### src/rtl/sra_pkg.sv
package sra_pkg;

  // Decoded command byte: block, direction, subblock (bit order is fixed by the frame format)
  typedef struct packed {
    logic [2:0] blk;
    logic       wr;
    logic [3:0] sub;
  } sra_cmd_t;

  // Legality table of block/subblock pairs
  function automatic logic pair_legal(input logic [2:0] blk, input logic [3:0] sub);
    logic ok;
    case (blk)
      3'd1:             ok = (sub <= 4'd4) || (sub == 4'd6);
      3'd2, 3'd7:       ok = (sub == 4'd0);
      3'd3, 3'd4, 3'd5: ok = (sub <= 4'd1);
      default:          ok = 1'b0;
    endcase
    return ok;
  endfunction

endpackage

### src/rtl/sra_sync.sv
module sra_sync #(
  parameter int WIDTH = 3,
  parameter int STAGES = 2,
  parameter logic [WIDTH-1:0] RST_VAL = '0
) (
  input  logic             clk,
  input  logic             rst,
  input  logic [WIDTH-1:0] din,
  output logic [WIDTH-1:0] dout
);
  logic [WIDTH-1:0] stage_q [STAGES];

  for (genvar g = 0; g < STAGES; g++) begin : g_stage
    if (g == 0) begin : g_first
      always_ff @(posedge clk) begin
        if (rst) stage_q[0] <= RST_VAL;
        else     stage_q[0] <= din;
      end
    end else begin : g_next
      always_ff @(posedge clk) begin
        if (rst) stage_q[g] <= RST_VAL;
        else     stage_q[g] <= stage_q[g-1];
      end
    end
  end

  assign dout = stage_q[STAGES-1];
endmodule

### src/rtl/sra_addr_filter.sv
module sra_addr_filter (
  input  logic [2:0] blk,
  input  logic [3:0] sub,
  output logic       legal
);
  always_comb legal = sra_pkg::pair_legal(blk, sub);
endmodule

### src/rtl/sra_tx_shift.sv
module sra_tx_shift #(
  parameter int DATA_W = 32
) (
  input  logic              clk,
  input  logic              rst,
  input  logic              clear,
  input  logic              load,
  input  logic              shift,
  input  logic [DATA_W-1:0] load_data,
  output logic              bit_o
);
  logic [DATA_W-1:0] sh_q;

  always_ff @(posedge clk) begin
    if (rst || clear) begin
      sh_q  <= '0;
      bit_o <= 1'b0;
    end else if (load) begin
      sh_q  <= load_data;
      bit_o <= load_data[DATA_W-1];
    end else if (shift) begin
      sh_q  <= {sh_q[DATA_W-2:0], 1'b0};
      bit_o <= sh_q[DATA_W-2];
    end
  end
endmodule

### src/rtl/sra_spi_frontend.sv
module sra_spi_frontend #(
  parameter int DATA_W       = 32,
  parameter int BYTE_W       = 8,
  parameter int FILLER_BYTES = 2,
  parameter int SYNC_STAGES  = 2,
  parameter int RD_LATENCY   = 1
) (
  input  logic              clk,
  input  logic              rst,
  input  logic              spi_sclk,
  input  logic              spi_cs_n,
  input  logic              spi_mosi,
  output logic              spi_miso,
  output logic              reg_req,
  output logic              reg_we,
  output logic [2:0]        reg_blk,
  output logic [3:0]        reg_sub,
  output logic [BYTE_W-1:0] reg_addr,
  output logic [DATA_W-1:0] reg_wdata,
  input  logic [DATA_W-1:0] reg_rdata
);
  import sra_pkg::*;

  localparam int DATA_BYTES = DATA_W / BYTE_W;
  localparam int WR_LAST_I  = 2 + DATA_BYTES - 1;
  localparam int RESP_FST_I = 2 + FILLER_BYTES;
  localparam int RESP_LST_I = RESP_FST_I + DATA_BYTES - 1;
  localparam int IDX_MAX_I  = RESP_LST_I + 1;
  localparam int IDX_W      = $clog2(IDX_MAX_I + 1);
  localparam int CNT_W      = $clog2(BYTE_W);
  localparam logic [IDX_W-1:0] IDX_ADDR = IDX_W'(1);
  localparam logic [IDX_W-1:0] IDX_DAT0 = IDX_W'(2);
  localparam logic [IDX_W-1:0] IDX_WLST = IDX_W'(WR_LAST_I);
  localparam logic [IDX_W-1:0] IDX_RFST = IDX_W'(RESP_FST_I);
  localparam logic [IDX_W-1:0] IDX_RLST = IDX_W'(RESP_LST_I);
  localparam logic [IDX_W-1:0] IDX_MAX  = IDX_W'(IDX_MAX_I);
  localparam logic [CNT_W-1:0] BIT_LAST = CNT_W'(BYTE_W - 1);

  // input synchronisation and SCLK edge detection
  logic s_sclk, s_csn, s_mosi, sclk_q;
  logic cs_act, rise, fall;

  sra_sync #(.WIDTH(3), .STAGES(SYNC_STAGES), .RST_VAL(3'b010)) u_sync (
    .clk (clk),
    .rst (rst),
    .din ({spi_sclk, spi_cs_n, spi_mosi}),
    .dout({s_sclk, s_csn, s_mosi})
  );

  always_ff @(posedge clk) begin
    if (rst) sclk_q <= 1'b0;
    else     sclk_q <= s_sclk;
  end

  assign cs_act = !s_csn;
  assign rise   = cs_act && s_sclk && !sclk_q;
  assign fall   = cs_act && !s_sclk && sclk_q;

  // frame position and receive path
  logic [CNT_W-1:0]  bit_cnt;
  logic [IDX_W-1:0]  byte_idx;
  logic [BYTE_W-2:0] shift_in;
  logic [BYTE_W-1:0] byte_in;
  logic [DATA_W-1:0] wacc;
  sra_cmd_t          cmd_q;
  logic              legal;
  logic              byte_done;

  assign byte_in   = {shift_in, s_mosi};
  assign byte_done = rise && (bit_cnt == BIT_LAST);

  sra_addr_filter u_filter (
    .blk  (cmd_q.blk),
    .sub  (cmd_q.sub),
    .legal(legal)
  );

  always_ff @(posedge clk) begin
    if (rst || !cs_act) begin
      bit_cnt  <= '0;
      byte_idx <= '0;
      shift_in <= '0;
    end else if (rise) begin
      shift_in <= byte_in[BYTE_W-2:0];
      bit_cnt  <= (bit_cnt == BIT_LAST) ? '0 : bit_cnt + 1'b1;
      if (bit_cnt == BIT_LAST && byte_idx != IDX_MAX) byte_idx <= byte_idx + 1'b1;
    end
  end

  // command, address and write-data capture; request generation
  logic issue_rd;

  always_ff @(posedge clk) begin
    if (rst) begin
      cmd_q     <= '0;
      wacc      <= '0;
      reg_req   <= 1'b0;
      reg_we    <= 1'b0;
      reg_blk   <= '0;
      reg_sub   <= '0;
      reg_addr  <= '0;
      reg_wdata <= '0;
    end else begin
      reg_req <= 1'b0;
      if (byte_done) begin
        if (byte_idx == '0) cmd_q <= sra_cmd_t'(byte_in);
        if (byte_idx == IDX_ADDR) begin
          reg_addr <= byte_in;
          reg_blk  <= cmd_q.blk;
          reg_sub  <= cmd_q.sub;
          if (!cmd_q.wr && legal) begin
            reg_req <= 1'b1;
            reg_we  <= 1'b0;
          end
        end
        if (cmd_q.wr && byte_idx >= IDX_DAT0 && byte_idx <= IDX_WLST) begin
          wacc <= {wacc[DATA_W-BYTE_W-1:0], byte_in};
          if (byte_idx == IDX_WLST && legal) begin
            reg_req   <= 1'b1;
            reg_we    <= 1'b1;
            reg_wdata <= {wacc[DATA_W-BYTE_W-1:0], byte_in};
          end
        end
      end
    end
  end

  assign issue_rd = byte_done && (byte_idx == IDX_ADDR) && !cmd_q.wr && legal;

  // read data capture after the fixed bus latency
  logic [RD_LATENCY:0] rd_pipe;
  logic [DATA_W-1:0]   rd_hold;

  always_ff @(posedge clk) begin
    if (rst) begin
      rd_pipe <= '0;
      rd_hold <= '0;
    end else begin
      rd_pipe <= {rd_pipe[RD_LATENCY-1:0], issue_rd};
      if (rd_pipe[RD_LATENCY]) rd_hold <= reg_rdata;
    end
  end

  // response serialisation
  logic in_resp, tx_load, tx_shift, tx_clear;
  logic [DATA_W-1:0] tx_data;

  assign in_resp  = !cmd_q.wr && byte_idx >= IDX_RFST && byte_idx <= IDX_RLST;
  assign tx_load  = fall && in_resp && byte_idx == IDX_RFST && bit_cnt == '0;
  assign tx_shift = fall && in_resp && !tx_load;
  assign tx_clear = !cs_act || (fall && !in_resp);
  assign tx_data  = legal ? rd_hold : '1;

  sra_tx_shift #(.DATA_W(DATA_W)) u_tx (
    .clk      (clk),
    .rst      (rst),
    .clear    (tx_clear),
    .load     (tx_load),
    .shift    (tx_shift),
    .load_data(tx_data),
    .bit_o    (spi_miso)
  );
endmodule

### config.mk
export PLATFORM = sky130hd
export DESIGN_NAME = sra_spi_frontend
export DESIGN_NICKNAME = d
export VERILOG_FILES = /design/src/rtl/sra_pkg.sv /design/src/rtl/sra_sync.sv /design/src/rtl/sra_addr_filter.sv /design/src/rtl/sra_tx_shift.sv /design/src/rtl/sra_spi_frontend.sv
export SDC_FILE = /design/constraint.sdc
export NUM_CORES = 1
export LEC_CHECK = 0
export BUFFER_PORTS_ARGS = -buffer_cell sky130_fd_sc_hd__buf_2
export CAP_MARGIN = 5
export CORE_ASPECT_RATIO = 1.75
export CORE_MARGIN = 1.5
export CORE_UTILIZATION = 40
export CTS_BUF_LIST = sky130_fd_sc_hd__clkbuf_8 sky130_fd_sc_hd__clkbuf_16
export DETAILED_ROUTE_END_ITERATION = 10
export GPL_TIMING_DRIVEN = 0
export PLACE_DENSITY = 0.66
export SYNTH_ARGS = -nofsm -noshare
export SYNTH_HDL_FRONTEND = slang
export SYNTH_SLANG_ARGS = --single-unit
### constraint.sdc
create_clock -name clk -period 2.6 [get_ports clk]
set_input_delay 0.52 -clock clk [delete_from_list [all_inputs] [get_ports clk]]
set_output_delay 0.52 -clock clk [all_outputs]
set_load 0.1 [all_outputs]
==> reports/metrics.cfg <==
[critical_path]
worstPathArrival_ps = 2540
crit_path_start_kind = register
r2r_setup_slack_ps = 340
worstPathRequired_ps = 2890
end_kind = register
critical_path.max_fanout = 10
worstSetupPathType = reg -> reg

[clock_tree]
cts_root_buffer = clkbuf_16
cts_sinks = 168
cts_htree_levels = 4
cts_tree = built
clk_pin_slew_ps = 70
hold_buffers = 0
cts_setup_buffers = 0
cts_made_buffers = 17
clock_latency_ps = 430
cts_resized = 0
cts_buffer_depth = 2

[global_routing]
grt_max_degree = 17
grt_use_total = 0.206
grt_first_pass_wirelength_um = 28200
grt.overflow.total = 0
antenna_found_initial = 0
grt_pass1_vias = 5578

[pwr]
power.leakage_nw = 3.14
ir_drop_v = 0.000419
power.density_nw_per_um2 = 646

[timing]
setup_viol = 0
slew-limit-headroom = 0.570
period_minus_slack_ps = 2260
timing.final.crit_share = 0.867
skew_ps = 11.0
maxSlewViolCount = 0
fmax_mhz = 443
finalHoldViolations = 0
finalSetupTns_ps = 0
worst_pin_slew_ps = 645
rsz0062_at_grt = false

[synthesis]
synth_xor_area_frac = 0.00258
yosysTopAreaCellShare = 0.496
synth_cells = 716
synth_warnings = 0
yosys.area_share.simple = 0.173
seq_area_frac_synth = 0.496
synthMuxAreaShare = 0.0827
yosys.area_share.adder = 0.0146
synth_edf_count = 0
syn_area_um2 = 6780
postSynthNetCount = 760
synth_top_family_by_area = compound AO/OA/AOI/OAI gates
synth_top_area_cell = dfxtp_1
ys_types = 50
synth-seq-cells = 168
synth_async_sr_flop_share = 0
synth_flop_cell = dfxtp_1
synth_area_leaders = dfxtp_1, mux2i_1, nor2_1
synth_compound_gate_area_share = 0.178
syn_avg_cell_area_um2 = 9.47

[die]
rows = 62
core_um2 = 16500
die_h_um = 175
pin_count = 87
fp.dieW_um = 101
start_util = 0.410
die-area_um2 = 17800

[finish]
n_antenna_cell = 0
final_area_um2 = 8080
drive_above_1_share = 0.228
syn2layout_area_growth_pct = 19.2
n_fill_cell = 1613
final_nets = 864

[place]
globalplace.congestion = 0.928
port_buffers = 85
dp_hpwl_um = 12800
placed_cell_area_um2 = 7480

[route]
via_count = 5611
ant_nets = 0
routed_wl_um = 17700
avgRoutedWirePerCell_um = 16.8
dr.pass1.iters = 6
drt-initial-drc-count = 252
routed_via_density = 5.31
drc_errors = 0

[min_path]
hp-class = in -> reg

[flow_run]
maxCapViolCount = 0

[outcome]
status = finished clean

-- path summary, 6_finish.rpt --
check / from / end / cells after the start
worst min register to register: u_sync.stage_q[0][1] / u_sync.stage_q[1][1] / 1
worst max register to register: bit_cnt[0] / reg_wdata[29] / 7
worst min-delay path: spi_cs_n / u_sync.stage_q[0][1] / 2
worst max-delay path: bit_cnt[0] / reg_wdata[29] / 7
-- cell type report --
type	instances	area, µm²	area share
Sequential cell	168	3360	0.416
Multi-Input combinational cell	474	3060	0.378
Clock buffer	19	453	0.0560
Timing Repair Buffer	85	425	0.0526
Buffer	69	340	0.0421
Tap cell	224	280	0.0347
Clock inverter	13	145	0.0180
Inverter	5	18.8	0.00232
-- routing by layer --
layer / track usage / wire [µm] / up-vias
met2: 0.384 / 9490 / 157
met5: 0 / 0 / -
li1: - / - / 2803
met4: 0.0787 / 436 / 0
met1: 0.223 / 6980 / 2617
met3: 0.0376 / 799 / 34
-- where the power goes --
part           switching (mW)  internal (mW)  total, mW
sequential            0.00494           2.58       2.58
clock                    1.07           1.48       2.55
combinational          0.0596         0.0313     0.0909
total                    1.14           4.08       5.22
-- worst max-delay path, cell delays in order (launching register included) --
cell and delay (ps):
dfxtp_1 370, ha_1 170, ha_1 200, and4bb_1 350, nand4_1 380, buf_2 320, o31ai_1 210, a21oi_1 110
-- Yosys cell counts, types with 2 or more instances --
master and count:
dfxtp_1 168, nor2_1 117, a21oi_1 73, mux2i_1 56, nand4_1 34, o31ai_1 32, clkbuf_1 31, buf_2 29
nand3_1 26, o21ai_0 26, o221a_2 23, nand2_1 16, nor2b_1 9, ha_1 7, o221a_1 7, inv_1 5
o41ai_1 5, buf_4 4, buf_6 4, or2_2 4, and4b_1 3, nand4b_1 3, and2_1 2, nor3_1 2
nor3b_1 2, nor3b_2 2, nor4_1 2, o22a_1 2
-- sequential cells by signal, summed over array words and instances, names as in the netlist --
register / count
rd_hold: 32
reg_wdata: 32
u_tx.sh_q: 31
wacc: 24
cmd_q: 8
reg_addr: 8
shift_in: 7
u_sync.stage_q: 6
byte_idx: 4
reg_sub: 4
bit_cnt: 3
reg_blk: 3
rd_pipe: 2
reg_req: 1
reg_we: 1
sclk_q: 1
u_tx.bit_o: 1
-- stage by stage --
| step | instances | setup slack (ps) | hold slack (ps) | util | power [mW] |
|---|---|---|---|---|---|
| 2_1_floorplan | 716 | 759 | 389 | - | 2.68 |
| 3_3_place_gp | 1025 | 364 | 391 | 0.453 | 2.73 |
| 3_5_place_dp | 1025 | 349 | 400 | 0.453 | 2.73 |
| 4_1_cts | 1057 | 327 | 264 | 0.489 | 5.27 |
| 5_1_grt | 1057 | 157 | 266 | 0.489 | 5.38 |
| 6_report | 1057 | 345 | 274 | 0.489 | 5.22 |
-- cells by family (layout without fill, tap and decap cells) --
kind of cell,after synthesis,after routing
mux,56,56
buf+inv,74,191
fa+ha+maj,8,8
compound gates,174,174
xor+xnor,2,2
simple gates,234,234
flops,168,168
-- layout by cell type, fill, tap and decap left out, types with 23 or more instances in the layout --
| cell type | n |
|---|---|
| a21oi_1 | 73 |
| buf_2 | 114 |
| clkbuf_1 | 31 |
| dfxtp_1 | 168 |
| mux2i_1 | 56 |
| nand3_1 | 26 |
| nand4_1 | 34 |
| nor2_1 | 117 |
| o21ai_0 | 26 |
| o221a_2 | 23 |
| o31ai_1 | 32 |
(Power assumes the default switching activity.)
